[config.mk]
export PLATFORM = sky130hd
export DESIGN_NAME = ref_start_sel
export DESIGN_NICKNAME = d
export VERILOG_FILES = /design/src/rtl/ref_start_pkg.sv /design/src/rtl/pin_sync_edge.sv /design/src/rtl/ref_divider.sv /design/src/rtl/ref_start_sel.sv
export SDC_FILE = /design/constraint.sdc
export NUM_CORES = 1
export LEC_CHECK = 0
export ABC_AREA = 1
export BUFFER_PORTS_ARGS = -buffer_cell sky130_fd_sc_hd__buf_2
export CORE_MARGIN = 2
export CORE_UTILIZATION = 40
export CTS_BUF_LIST = sky130_fd_sc_hd__clkbuf_16
export CTS_CLUSTER_DIAMETER = 30
export CTS_CLUSTER_SIZE = 8
export DETAILED_ROUTE_END_ITERATION = 10
export PLACE_DENSITY_LB_ADDON = 0.08
export SYNTH_ARGS = -nofsm -noshare
export SYNTH_HDL_FRONTEND = slang
export SYNTH_SLANG_ARGS = --single-unit
[constraint.sdc]
create_clock -name clk_i -period 3.7 [get_ports clk_i]
set_clock_uncertainty 0.15 [all_clocks]
set_input_delay 0.74 -clock clk_i [delete_from_list [all_inputs] [get_ports clk_i]]
set_output_delay 0.74 -clock clk_i [all_outputs]
set_load 0.05 [all_outputs]
[src/rtl/ref_start_pkg.sv]
package ref_start_pkg;
  typedef enum logic [1:0] {
    REF_INT   = 2'd0,
    REF_SYNC1 = 2'd1,
    REF_SYNC2 = 2'd2,
    REF_CHAIN = 2'd3
  } ref_src_e;

  typedef enum logic [1:0] {
    ST_SW    = 2'd0,
    ST_SYNC1 = 2'd1,
    ST_SYNC2 = 2'd2,
    ST_CHAIN = 2'd3
  } start_src_e;

  // index of each external pin in the synchroniser bank
  localparam int unsigned PIN_SYNC1  = 0;
  localparam int unsigned PIN_SYNC2  = 1;
  localparam int unsigned PIN_CCLK   = 2;
  localparam int unsigned PIN_CSTART = 3;
  localparam int unsigned NUM_PINS   = 4;
endpackage

[src/rtl/pin_sync_edge.sv]
module pin_sync_edge #(
  parameter int unsigned STAGES = 2
) (
  input  logic clk_i,
  input  logic rst_ni,
  input  logic pin_i,
  output logic rise_o,
  output logic fall_o
);
  logic [STAGES-1:0] sync_q;
  logic              prev_q;

  always_ff @(posedge clk_i or negedge rst_ni) begin
    if (!rst_ni) begin
      sync_q <= '0;
      prev_q <= 1'b0;
    end else begin
      sync_q <= {sync_q[STAGES-2:0], pin_i};
      prev_q <= sync_q[STAGES-1];
    end
  end

  assign rise_o =  sync_q[STAGES-1] & ~prev_q;
  assign fall_o = ~sync_q[STAGES-1] &  prev_q;
endmodule

[src/rtl/ref_divider.sv]
module ref_divider #(
  parameter int unsigned CW = 4
) (
  input  logic          clk_i,
  input  logic          rst_ni,
  input  logic          clear_i,
  input  logic          en_i,
  input  logic [CW-1:0] div_i,
  output logic          hit_o
);
  logic [CW-1:0] cnt_q;
  logic          wrap;

  // >= keeps the count bounded if the divisor shrinks mid-run
  assign wrap  = (cnt_q >= div_i - 1'b1);
  assign hit_o = en_i & wrap;

  always_ff @(posedge clk_i or negedge rst_ni) begin
    if (!rst_ni)      cnt_q <= '0;
    else if (clear_i) cnt_q <= '0;
    else if (en_i)    cnt_q <= wrap ? '0 : cnt_q + 1'b1;
  end
endmodule

[src/rtl/ref_start_sel.sv]
module ref_start_sel
  import ref_start_pkg::*;
#(
  parameter int unsigned DIV_HI      = 6,
  parameter int unsigned DIV_LO      = 8,
  parameter int unsigned SYNC_STAGES = 2
) (
  input  logic       clk_i,
  input  logic       rst_ni,
  input  logic [1:0] ref_sel_i,
  input  logic       ref_edge_i,
  input  logic       int_rate_i,
  input  logic [1:0] start_sel_i,
  input  logic       start_edge_i,
  input  logic       sync1_i,
  input  logic       sync2_i,
  input  logic       chain_clk_i,
  input  logic       chain_start_i,
  input  logic       sw_start_i,
  input  logic       sw_stop_i,
  output logic       tick_o,
  output logic       start_o,
  output logic       waiting_o,
  output logic       running_o,
  output logic       chain_clk_o,
  output logic       chain_start_o
);
  localparam int unsigned DIV_MAX = (DIV_HI > DIV_LO) ? DIV_HI : DIV_LO;
  localparam int unsigned CW      = $clog2(DIV_MAX + 1);

  logic [NUM_PINS-1:0] pins, rise, fall;
  assign pins[PIN_SYNC1]  = sync1_i;
  assign pins[PIN_SYNC2]  = sync2_i;
  assign pins[PIN_CCLK]   = chain_clk_i;
  assign pins[PIN_CSTART] = chain_start_i;

  for (genvar g = 0; g < NUM_PINS; g++) begin : g_pin
    pin_sync_edge #(.STAGES(SYNC_STAGES)) u_sync (
      .clk_i (clk_i),
      .rst_ni(rst_ni),
      .pin_i (pins[g]),
      .rise_o(rise[g]),
      .fall_o(fall[g])
    );
  end

  logic [NUM_PINS-1:0] ref_ev, st_ev;
  assign ref_ev = ref_edge_i   ? fall : rise;
  assign st_ev  = start_edge_i ? fall : rise;

  ref_src_e   ref_src;
  start_src_e st_src;
  assign ref_src = ref_src_e'(ref_sel_i);
  assign st_src  = start_src_e'(start_sel_i);

  logic start_evt, ext_tick;
  always_comb begin
    unique case (st_src)
      ST_SW:    start_evt = sw_start_i;
      ST_SYNC1: start_evt = st_ev[PIN_SYNC1];
      ST_SYNC2: start_evt = st_ev[PIN_SYNC2];
      default:  start_evt = st_ev[PIN_CSTART];
    endcase
    unique case (ref_src)
      REF_SYNC1: ext_tick = ref_ev[PIN_SYNC1];
      REF_SYNC2: ext_tick = ref_ev[PIN_SYNC2];
      REF_CHAIN: ext_tick = ref_ev[PIN_CCLK];
      default:   ext_tick = 1'b0;
    endcase
  end

  logic run_q, run_nxt, start_now;
  assign start_now = ~run_q & start_evt;
  assign run_nxt   = start_now | (run_q & ~sw_stop_i);

  logic [CW-1:0] div_sel;
  logic          int_hit;
  assign div_sel = int_rate_i ? CW'(DIV_LO) : CW'(DIV_HI);

  ref_divider #(.CW(CW)) u_div (
    .clk_i  (clk_i),
    .rst_ni (rst_ni),
    .clear_i(start_now),
    .en_i   (run_q),
    .div_i  (div_sel),
    .hit_o  (int_hit)
  );

  logic tick_q, start_q;
  always_ff @(posedge clk_i or negedge rst_ni) begin
    if (!rst_ni) begin
      run_q   <= 1'b0;
      tick_q  <= 1'b0;
      start_q <= 1'b0;
    end else begin
      run_q   <= run_nxt;
      start_q <= start_now;
      // gated by run_nxt so a stop cycle emits no tick
      tick_q  <= run_q & run_nxt & ((ref_src == REF_INT) ? int_hit : ext_tick);
    end
  end

  assign tick_o        = tick_q;
  assign start_o       = start_q;
  assign running_o     = run_q;
  assign waiting_o     = ~run_q;
  assign chain_clk_o   = tick_q;
  assign chain_start_o = start_q;
endmodule

==> impl_metrics.py <==
metrics = {
    "run_status": {
        "outcome": "completed",
    },
    "yosys": {
        "synth_mux_area_frac": 0,
        "number_of_unique_standard_cell_types_used_by_synthesis": 18,
        "synth_top_flop_cell": "dfrtp_1",
        "postSynth.asyncResetShare": 1.00,
        "postSynthAreaPerCell_um2": 9.27,
        "yosys_warnings": 0,
        "synth.cell_area_um2": 835,
        "ys_ff_latch": 19,
        "synth_simple_gate_area_share": 0.246,
        "synth-adder-area-share": 0.0300,
        "synth_edf_count": 0,
        "synth-compound-area-share": 0.0585,
        "synth_xor_xnor_area_share": 0.0105,
        "synth_top_family_by_area": "simple AND/OR/NAND/NOR gates",
        "synth.net_count": 107,
        "netlist_instances": 90,
        "synth_sequential_area_ratio": 0.570,
    },
    "pwr": {
        "power_mw": 0.618,
        "vdd.ir_drop.worst_uv": 339,
        "cellPowerDensity_mw_per_mm2": 599,
        "total_leakage_power_nw": 0.588,
    },
    "setup_path": {
        "worstPathRequired_ps": 2810,
        "crit_cells": 2,
        "crit_path_top_delay_cell": "dfrtp_1",
        "r2r-end": "u_div.cnt_q[3]",
        "startpoint_of_the_worst_register_to_register_path": "u_div.cnt_q[1]",
        "critical_path.cell_chain": "inv_2 > buf_2",
        "critical-path-top-delay-family": "buffers and inverters",
        "worst_setup_path_end_kind": "output pin",
        "cp_slowest_stage_delay_ps": 430,
        "critical_path_peak_fanout": 7,
        "cp-start-kind": "register",
        "setup.reg_to_reg.worst_slack_ps": 2250,
        "worst_ep_arrival_time_ps": 1120,
        "critical_path.n_buffers_inverters": 2,
        "ff2ff_path_depth": 6,
        "worst-setup-path-type": "register to output pin",
    },
    "min_path": {
        "min-delay-start": "g_pin[2].u_sync.sync_q[0]",
        "worst_hold_path_type": "register to register",
        "worst_hold_path.num_cells": 0,
        "hold_end": "g_pin[2].u_sync.sync_q[1]",
    },
    "clock_tree": {
        "cts.clk_slew.worst_paths_ps": 50,
        "later_pin_clock_latency_in_the_skew_report_ps": 240,
        "cts_num_sinks": 19,
        "tritoncts": "yes",
        "htree_levels": 1,
        "ctsResizeCount": 0,
        "clock_tree.root_cell": "clkbuf_16",
        "cts_made_buffers": 3,
        "cts_max_path_buffers": 2,
        "postCtsSetupBuffers": 0,
        "hold_fix_buffer_count_after_cts": 0,
    },
    "detailed_routing": {
        "vias_per_cell": 4.60,
        "detail_route.first_pass.iterations": 4,
        "detail_route.wl_per_cell_um": 9.47,
        "initialDrtViolationCount": 6,
        "ant_nets": 0,
        "dr_vias": 639,
        "routed_wirelength_um": 1320,
        "number_of_remaining_drc_errors": 0,
    },
    "final_layout": {
        "layout_cell_share_with_drive_strength_beyond_1": 0.277,
        "nFillCells": 189,
        "area_delta_synth_final_pct": 23.7,
        "fraction_of_the_core_area_covered_by_cells_at_the_end_of_the_flow": 0.526,
        "multi_input_area_um2": 288,
        "design.final.nets": 130,
        "post_layout_nonfiller_instances": 139,
        "antennaDiodeCount": 0,
        "layout.area.seq_um2": 475,
    },
    "sta": {
        "maxSlewViolCount": 0,
        "unrepaired_setup_endpoints_after_global_routing": "false",
        "max-slew-margin-rel": 0.722,
        "share_of_the_clock_period_used_by_the_worst_path_after_layout": 0.543,
        "layout_min_cycle_time_ps": 2010,
        "report.final.setup_viol": 0,
        "maximum_achievable_frequency_mhz": 498,
        "post-route-worst-setup-slack_ps": 1690,
        "setup_tns_ps": 0,
        "slew_worst_pin_ps": 417,
        "timing_hold_violations_final": 0,
    },
    "global_routing": {
        "grt_antenna_before_repair": 0,
        "first_pass_grt_wire_length_um": 2250,
        "grt_overflow": 0,
        "first_global_vias": 569,
        "grt_use_total": 0.118,
        "grt_max_degree": 20,
    },
    "flow_run": {
        "drv.max_cap_violation_count": 0,
    },
    "floorplanning": {
        "fp.dieW_um": 49.7,
        "row_count": 16,
        "fp.dieH_um": 49.7,
        "design.core.area_mm2": 0.00196,
        "pin_count": 21,
        "die-area_mm2": 0.00247,
        "initial_utilization": 0.425,
    },
    "placed_design": {
        "finalWeightedCongestion": 0.736,
        "port-buffer-count": 20,
        "detailedPlacementHpwl_um": 964,
        "dp.cells": 135,
        "detailedPlace.worstSlack_ps": 1810,
    },
}
[flip-flops by register name (all words and copies together) (netlist names)]
name and count:
g_pin.u_sync.prev_q 4, chain_start_o 1, chain_clk_o 1, g_pin.u_sync.sync_q 8, running_o 1, u_div.cnt_q 4
[worst max-delay path by stage]
stage | startpoint | endpoint | slack, ps
6_report | running_o | waiting_o | 1690
3_3_place_gp | int_rate_i | u_div.cnt_q[3] | 1850
2_1_floorplan | running_o | waiting_o | 1850
5_1_grt | running_o | waiting_o | 1630
3_5_place_dp | int_rate_i | u_div.cnt_q[3] | 1810
4_1_cts | running_o | waiting_o | 1680
[final cells by class]
| type | instances | area share |
|---|---|---|
| sequential | 19 | 0.461 |
| multi-input combinational | 54 | 0.279 |
| timing repair buffer | 20 | 0.0970 |
| clock buffer | 3 | 0.0727 |
| inverter | 15 | 0.0545 |
| tap | 27 | 0.0327 |
| clock inverter | 1 | 0.00364 |
[Yosys cell counts, drive strengths merged, types with 2 or more instances]
master	number	area share
o21bai	2	0.027
nand2	27	0.13
buf	2	0.018
nor2	4	0.027
nand3	11	0.072
inv	15	0.067
dfrtp	19	0.57
ha	2	0.030
a21oi	3	0.018
[stage by stage]
| step | hold WS [ps] | cell area (µm²) |
|---|---|---|
| floorplan | 181 | 835 |
| global placement | 182 | 953 |
| detailed placement | 186 | 953 |
| CTS | 198 | 1030 |
| global route | 205 | 1030 |
| finish | 196 | 1030 |
[power by group]
group          leakage, nW  internal (mW)  switching [mW]
combinational        0.315         0.0478          0.0972
clock               0.0423          0.143          0.0677
sequential           0.231          0.235          0.0269
[layout by cell type, fill, tap and decap left out, drive strengths merged]
master  count
o21bai      2
a21oi       3
inv        16
buf        20
nand2      27
a31oi       1
ha          2
nand3b      1
o21ai       1
nand4       1
nand3      11
nor2        4
clkbuf      3
dfrtp      19
xor2        1
[metal layers]
metal,vias up,global-route usage,routed length (µm)
met4,0,0.0556,13
met3,2,0.0273,86
li1,326,-,-
met2,21,0.178,551
met1,290,0.162,665
met5,-,0,0
[cells by family after synthesis]
family,count (synthesis)
AO/OA/AOI/OAI,7
XOR/XNOR,1
adder cells (fa/ha/maj),2
buffers and inverters,17
flip-flops,19
AND/OR/NAND/NOR,44
No activity file was read; power rests on OpenSTA's default activity.
